==> src/rtl/sess_pkg.sv <==
package sess_pkg;

    typedef enum logic [2:0] {
        ST_STANDBY,
        ST_STORE,
        ST_CMD,
        ST_FLUSH,
        ST_ABORT
    } sess_state_e;

    typedef enum logic [2:0] {
        RX_IDLE,
        RX_START,
        RX_DATA,
        RX_STOP,
        RX_WAIT
    } rx_state_e;

    localparam int OSR = 16;

endpackage

==> src/rtl/sess_sync.sv <==
module sess_sync #(
    parameter int W = 1
) (
    input  logic         clk,
    input  logic         arst_n,
    input  logic [W-1:0] d,
    output logic [W-1:0] q
);
    logic [W-1:0] s1;

    always_ff @(posedge clk or negedge arst_n) begin
        if (!arst_n) begin
            s1 <= '0;
            q  <= '0;
        end else begin
            s1 <= d;
            q  <= s1;
        end
    end
endmodule

==> src/rtl/sess_rx.sv <==
// Oversampling 8N1 receiver; line input is in conventional polarity (1 = idle).
module sess_rx
    import sess_pkg::*;
#(
    parameter int DIV = 4,
    parameter int DW  = 8
) (
    input  logic          clk,
    input  logic          arst_n,
    input  logic          run,
    input  logic          line,
    output logic          start_seen,
    output logic          byte_vld,
    output logic [DW-1:0] byte_out,
    output logic          frm_err
);
    localparam int DCW = (DIV > 1) ? $clog2(DIV) : 1;
    localparam int BCW = (DW > 1) ? $clog2(DW) : 1;

    rx_state_e       st;
    logic [DCW-1:0]  dcnt;
    logic [3:0]      os;
    logic [BCW-1:0]  bcnt;
    logic [DW-1:0]   sh;
    logic            tick;

    assign tick     = (dcnt == DCW'(DIV - 1));
    assign byte_out = sh;

    always_ff @(posedge clk or negedge arst_n) begin
        if (!arst_n) begin
            st <= RX_IDLE; dcnt <= '0; os <= '0; bcnt <= '0; sh <= '0;
            byte_vld <= 1'b0; frm_err <= 1'b0; start_seen <= 1'b0;
        end else if (!run) begin
            st <= RX_IDLE; dcnt <= '0; os <= '0; bcnt <= '0;
            byte_vld <= 1'b0; frm_err <= 1'b0; start_seen <= 1'b0;
        end else begin
            byte_vld   <= 1'b0;
            frm_err    <= 1'b0;
            start_seen <= 1'b0;
            dcnt       <= tick ? '0 : dcnt + 1'b1;
            unique case (st)
                RX_IDLE: if (!line) begin
                    st <= RX_START; start_seen <= 1'b1;
                    dcnt <= '0; os <= '0;
                end
                RX_START: if (tick) begin
                    if (os == 4'd7) begin
                        os <= '0;
                        if (!line) begin st <= RX_DATA; bcnt <= '0; end
                        else st <= RX_IDLE;
                    end else os <= os + 1'b1;
                end
                RX_DATA: if (tick) begin
                    if (os == 4'd15) begin
                        os <= '0;
                        sh <= {line, sh[DW-1:1]};
                        if (bcnt == BCW'(DW - 1)) st <= RX_STOP;
                        else bcnt <= bcnt + 1'b1;
                    end else os <= os + 1'b1;
                end
                RX_STOP: if (tick) begin
                    if (os == 4'd15) begin
                        os <= '0;
                        if (line) begin byte_vld <= 1'b1; st <= RX_IDLE; end
                        else begin frm_err <= 1'b1; st <= RX_WAIT; end
                    end else os <= os + 1'b1;
                end
                RX_WAIT: if (line) st <= RX_IDLE;
                default: st <= RX_IDLE;
            endcase
        end
    end
endmodule

==> src/rtl/sess_mode_ctrl.sv <==
module sess_mode_ctrl
    import sess_pkg::*;
#(
    parameter int CLK_HZ    = 125_000_000,
    parameter int BAUD      = 9600,
    parameter int SETTLE_US = 200,
    parameter int DW        = 8
) (
    input  logic          clk,
    input  logic          rst_n,
    input  logic          pwr_ok,
    input  logic          en_in,
    input  logic          hs_in,
    input  logic          rx_in,
    input  logic          cmd_tx,
    input  logic          flush_done,
    output logic          tx_out,
    output logic          stor_act,
    output logic          cmd_act,
    output logic          flush_req,
    output logic          discard,
    output logic          wr_valid,
    output logic [DW-1:0] wr_data,
    output logic          cmd_valid,
    output logic [DW-1:0] cmd_data,
    output logic          frame_err
);
    localparam int RAW_DIV    = CLK_HZ / (BAUD * OSR);
    localparam int DIV        = (RAW_DIV > 0) ? RAW_DIV : 1;
    localparam int SETTLE_CYC = (CLK_HZ / 1_000_000) * SETTLE_US;
    localparam int SCW        = $clog2(SETTLE_CYC + 1);

    logic        arst_n;
    logic        en_s, hs_s, rx_s, en_d;
    logic        en_rise, en_fall;
    logic        in_sess;
    sess_state_e st, nxt;
    logic [SCW-1:0] settle;
    logic        settled, early;
    logic        rx_start, rx_vld, rx_ferr;
    logic [DW-1:0] rx_byte;

    assign arst_n = rst_n & pwr_ok;

    sess_sync #(.W(3)) u_sync (
        .clk(clk), .arst_n(arst_n),
        .d({rx_in, hs_in, en_in}), .q({rx_s, hs_s, en_s})
    );

    always_ff @(posedge clk or negedge arst_n) begin
        if (!arst_n) en_d <= 1'b0;
        else         en_d <= en_s;
    end

    assign en_rise = en_s & ~en_d;
    assign en_fall = ~en_s & en_d;

    // State register
    always_ff @(posedge clk or negedge arst_n) begin
        if (!arst_n) st <= ST_STANDBY;
        else         st <= nxt;
    end

    // Transitions
    always_comb begin
        nxt = st;
        unique case (st)
            ST_STANDBY, ST_ABORT: if (en_rise) nxt = hs_s ? ST_CMD : ST_STORE;
            ST_STORE: begin
                if (en_rise)      nxt = ST_ABORT;
                else if (en_fall) nxt = ST_FLUSH;
            end
            ST_CMD: begin
                if (en_rise)            nxt = ST_ABORT;
                else if (!en_s && !hs_s) nxt = ST_STANDBY;
            end
            ST_FLUSH: begin
                if (en_rise)         nxt = ST_ABORT;
                else if (flush_done) nxt = ST_STANDBY;
            end
            default: nxt = ST_STANDBY;
        endcase
    end

    // Settling guard: counts from session entry; latches per start bit
    always_ff @(posedge clk or negedge arst_n) begin
        if (!arst_n) begin
            settle <= '0;
            early  <= 1'b0;
        end else begin
            if (!in_sess)            settle <= '0;
            else if (!settled)       settle <= settle + 1'b1;
            if (rx_start)            early  <= ~settled;
        end
    end
    assign settled = (settle == SCW'(SETTLE_CYC));

    sess_rx #(.DIV(DIV), .DW(DW)) u_rx (
        .clk(clk), .arst_n(arst_n), .run(in_sess), .line(~rx_s),
        .start_seen(rx_start), .byte_vld(rx_vld), .byte_out(rx_byte),
        .frm_err(rx_ferr)
    );

    // Outputs
    always_comb begin
        stor_act  = 1'b0;
        cmd_act   = 1'b0;
        flush_req = 1'b0;
        discard   = 1'b0;
        tx_out    = 1'b0;
        in_sess   = 1'b0;
        unique case (st)
            ST_STORE: begin
                stor_act = 1'b1; tx_out = 1'b1; in_sess = 1'b1; discard = en_rise;
            end
            ST_CMD: begin
                cmd_act = 1'b1; tx_out = cmd_tx; in_sess = 1'b1; discard = en_rise;
            end
            ST_FLUSH: begin
                flush_req = 1'b1; discard = en_rise;
            end
            ST_STANDBY, ST_ABORT: ;
            default: ;
        endcase
        wr_valid  = rx_vld & stor_act & ~early;
        cmd_valid = rx_vld & cmd_act & ~early;
        frame_err = rx_ferr & in_sess;
    end

    assign wr_data  = rx_byte;
    assign cmd_data = rx_byte;

endmodule

==> config.mk <==
export PLATFORM = sky130hd
export DESIGN_NAME = sess_mode_ctrl
export DESIGN_NICKNAME = d
export VERILOG_FILES = /design/src/rtl/sess_pkg.sv /design/src/rtl/sess_sync.sv /design/src/rtl/sess_rx.sv /design/src/rtl/sess_mode_ctrl.sv
export SDC_FILE = /design/constraint.sdc
export NUM_CORES = 1
export LEC_CHECK = 0
export ABC_AREA = 1
export CORE_MARGIN = 1.5
export CORE_UTILIZATION = 51
export DETAILED_ROUTE_END_ITERATION = 12
export PLACE_DENSITY = 0.74
export SLEW_MARGIN = 20
export SYNTH_ARGS = -nofsm -noshare
export SYNTH_HDL_FRONTEND = slang
export SYNTH_SLANG_ARGS = --single-unit
==> constraint.sdc <==
create_clock -name clk -period 1.9 [get_ports clk]
set_input_delay 0.57 -clock clk [delete_from_list [all_inputs] [get_ports clk]]
set_output_delay 0.57 -clock clk [all_outputs]
set_load 0.02 [all_outputs]
==> qor.yml <==
drc: 0
clockRootBuffer: "clkbuf_8"
fp-row-count: 28
clock-sinks: 57
syn_area_um2: 3117
clk_pin_slew_worst_paths_ps: 50
total_power_w: 0.003944
first_iter_violations: 139
required_ps: 1330
cp.arrival_ps: 1340
final_nets: 443
max_freq_mhz: 523.4
syn_inst: 381
layout_commonest_cell: "nand2_1"
io_pins: 32
yosys.area.top_type_share_pct: 45.76
fin_crit_ps: 1910
outcome: "finished with violations"
yosys.area.top_type: "dfrtp_1"
synth_fp_nets: 397
cap_viol_max_count: 0
drt-pass1-iter-count: 4
clock_path_buffers: 2
setup_viol: 1
worst_pin_slew_ps: 376.5
slowest_stage: "dfrtp_1"
fin_skew_ps: 11.76
grt_max_degree: 43
fin_cells: 507
fin_area_um2: 3740
multi_input_area_um2: 1403
synth_cell_types: 34
wirelength_mm: 6.177
num_vias: 2558
cts_tree: "done"
place_inst: 486
timing.slew.headroom_pct: 74.90
routed_via_density: 5.045
hold_class: "reg2reg"
reg2reg_depth: 11
numPortBuffers: 31
hold_viol: 0
postPlaceCellArea_um2: 3518
ant_nets: 0
grt_pass1_vias: 2374
dieArea_um2: 6589
power_leakage_nw: 1.871
finalCritPeriodShare_pct: 100.6
end_kind: "primary output"
yosysSeqAreaShare_pct: 45.76
drv_slew: 0
gr-total-overflow: 0
violations: "setup timing"
die_x_um: 81.18
fillers: 511
worst-setup-path-type: "reg2out"
antenna_cells: 0
drive_gt1_share_pct: 19.44
crit_path_max_incr_delay_ps: 400
synth_warnings: 0
core_area_um2: 5921
synth_area_leaders: "dfrtp_1, nand2_1, inv_1, nor2_1, nand3_1"
cp-start-kind: "register"
syn_avg_cell_area_um2: 8.180
wl_per_cell_um: 12.18
crit_chain: "inv_2, nand3_4, nand2_4, inv_2, nor2_1, buf_4"
place.gp.congestion: 0.8642
grt_pass1_wl_mm: 10.56
rsz0062_at_grt: "yes"
power_density_nw_per_um2: 1055
worstHoldPathCells: 0
track_usage_pct: 21.25
area_growth_pct: 19.99
die_h_um: 81.18
ir_drop_v: 0.0007754
antenna_found_initial: 0
insertion_delay_ps: 350
yosys_register_bits: 57
seq_area_um2: 1428
fin_ws_ps: -10.47
critPathMaxFanout: 4
final_cell_mix: "nand2_1, dfrtp_1, inv_1, nor2_1, nand3_1"
path_common_cell: "inv_2"
hold_buffers: 0
htreeDepth: 3
start_util_pct: 52.64
hpwlAfterDp_mm: 4.461
cts_made_buffers: 9
==> critical path, delay by kind of cell (launching register included) <==
family / cells / cell delay [ps]
buffers and inverters: 3 / 290
flip-flops: 1 / 400
AND/OR/NAND/NOR: 3 / 300
==> path summary, 6_finish.rpt <==
path	from	endpoint	slack, ps
max in group asynchronous	pwr_ok	u_rx.os[0]	950
max	st[2]	frame_err	-10
min	u_sync.s1[2]	u_sync.q[2]	340
min in group asynchronous	rst_n	u_rx.st[2]	740
min reg2reg	u_sync.s1[2]	u_sync.q[2]	340
max reg2reg	u_rx.dcnt[0]	u_rx.st[0]	220
==> Yosys cell counts (all sizes together) <==
library cell	number
nand4	5
o211ai	2
nand2	83
buf	12
o31ai	1
a21oi	18
dfrtp	57
o21ai	28
ha	8
nor4	2
inv	58
a31oi	3
xnor2	1
nor2	51
xor2	3
o32ai	1
nand3	29
nand3b	3
nor3	15
mux2	1
==> metrics by stage <==
| step | hold WS [ps] | setup WS [ps] | utilization [%] | TNS (ps) |
|---|---|---|---|---|
| 6_report | 344.7 | -10.47 | 63.17 | -10.47 |
| 5_1_grt | 353.2 | -95.82 | 63.17 | -239.4 |
| 4_1_cts | 348.6 | -47.86 | 62.09 | -56.17 |
| 3_5_place_dp | 335.8 | -383.3 | 59.43 | -905.1 |
| 3_3_place_gp | 335.6 | -382.3 | 59.43 | -680.6 |
| 2_1_floorplan | 331.2 | 72.71 | - | 0 |
==> where the power goes <==
part / switching [W] / internal (W) / total [W]
sequential: 0.000112 / 0.00132 / 0.00143
clock: 0.000463 / 0.000537 / 0.00100
combinational: 0.000965 / 0.000549 / 0.00151
==> sequential cells by signal, indices dropped and copies added (netlist names) <==
signal           flops
early                1
en_d                 1
settle              15
st                   3
u_rx.bcnt            3
u_rx.byte_out        8
u_rx.byte_vld        1
u_rx.dcnt           10
u_rx.frm_err         1
u_rx.os              4
u_rx.st              3
u_rx.start_seen      1
u_sync.q             3
u_sync.s1            3
==> what timing repair did <==
item | CTS | global route
resized for setup | 53 | 17
endpoints found under the setup margin | 22 | 16
pin swaps | 1 | 2
setup buffers | 3 | 2
==> final cells by class <==
class,instances,share of cell area [%]
Clock buffer,13,4.249
Clock inverter,3,0.4015
Inverter,58,6.056
Multi-Input combinational cell,254,37.50
Sequential cell,57,38.17
Tap cell,75,2.509
Timing Repair Buffer,47,11.11
==> cells by family (layout without fill, tap and decap cells) <==
logic type      after synthesis  in the layout  synth area share, %
fa+ha+maj                     8              8                3.212
buf+inv                      70            121                10.24
mux                           1              1               0.3613
simple gates                188            188                29.71
compound gates               53             53                9.595
xor+xnor                      4              4                1.124
flops                        57             57                45.76
==> per-layer routing <==
metal	vias to the layer above	global-route usage, %	wire (µm)
met4	0	8.621	139
met5	-	0	0
met1	1195	28.67	2976
met3	12	7.303	199
met2	33	31.25	2862
li1	1318	-	-
(Power assumes the default switching activity.)
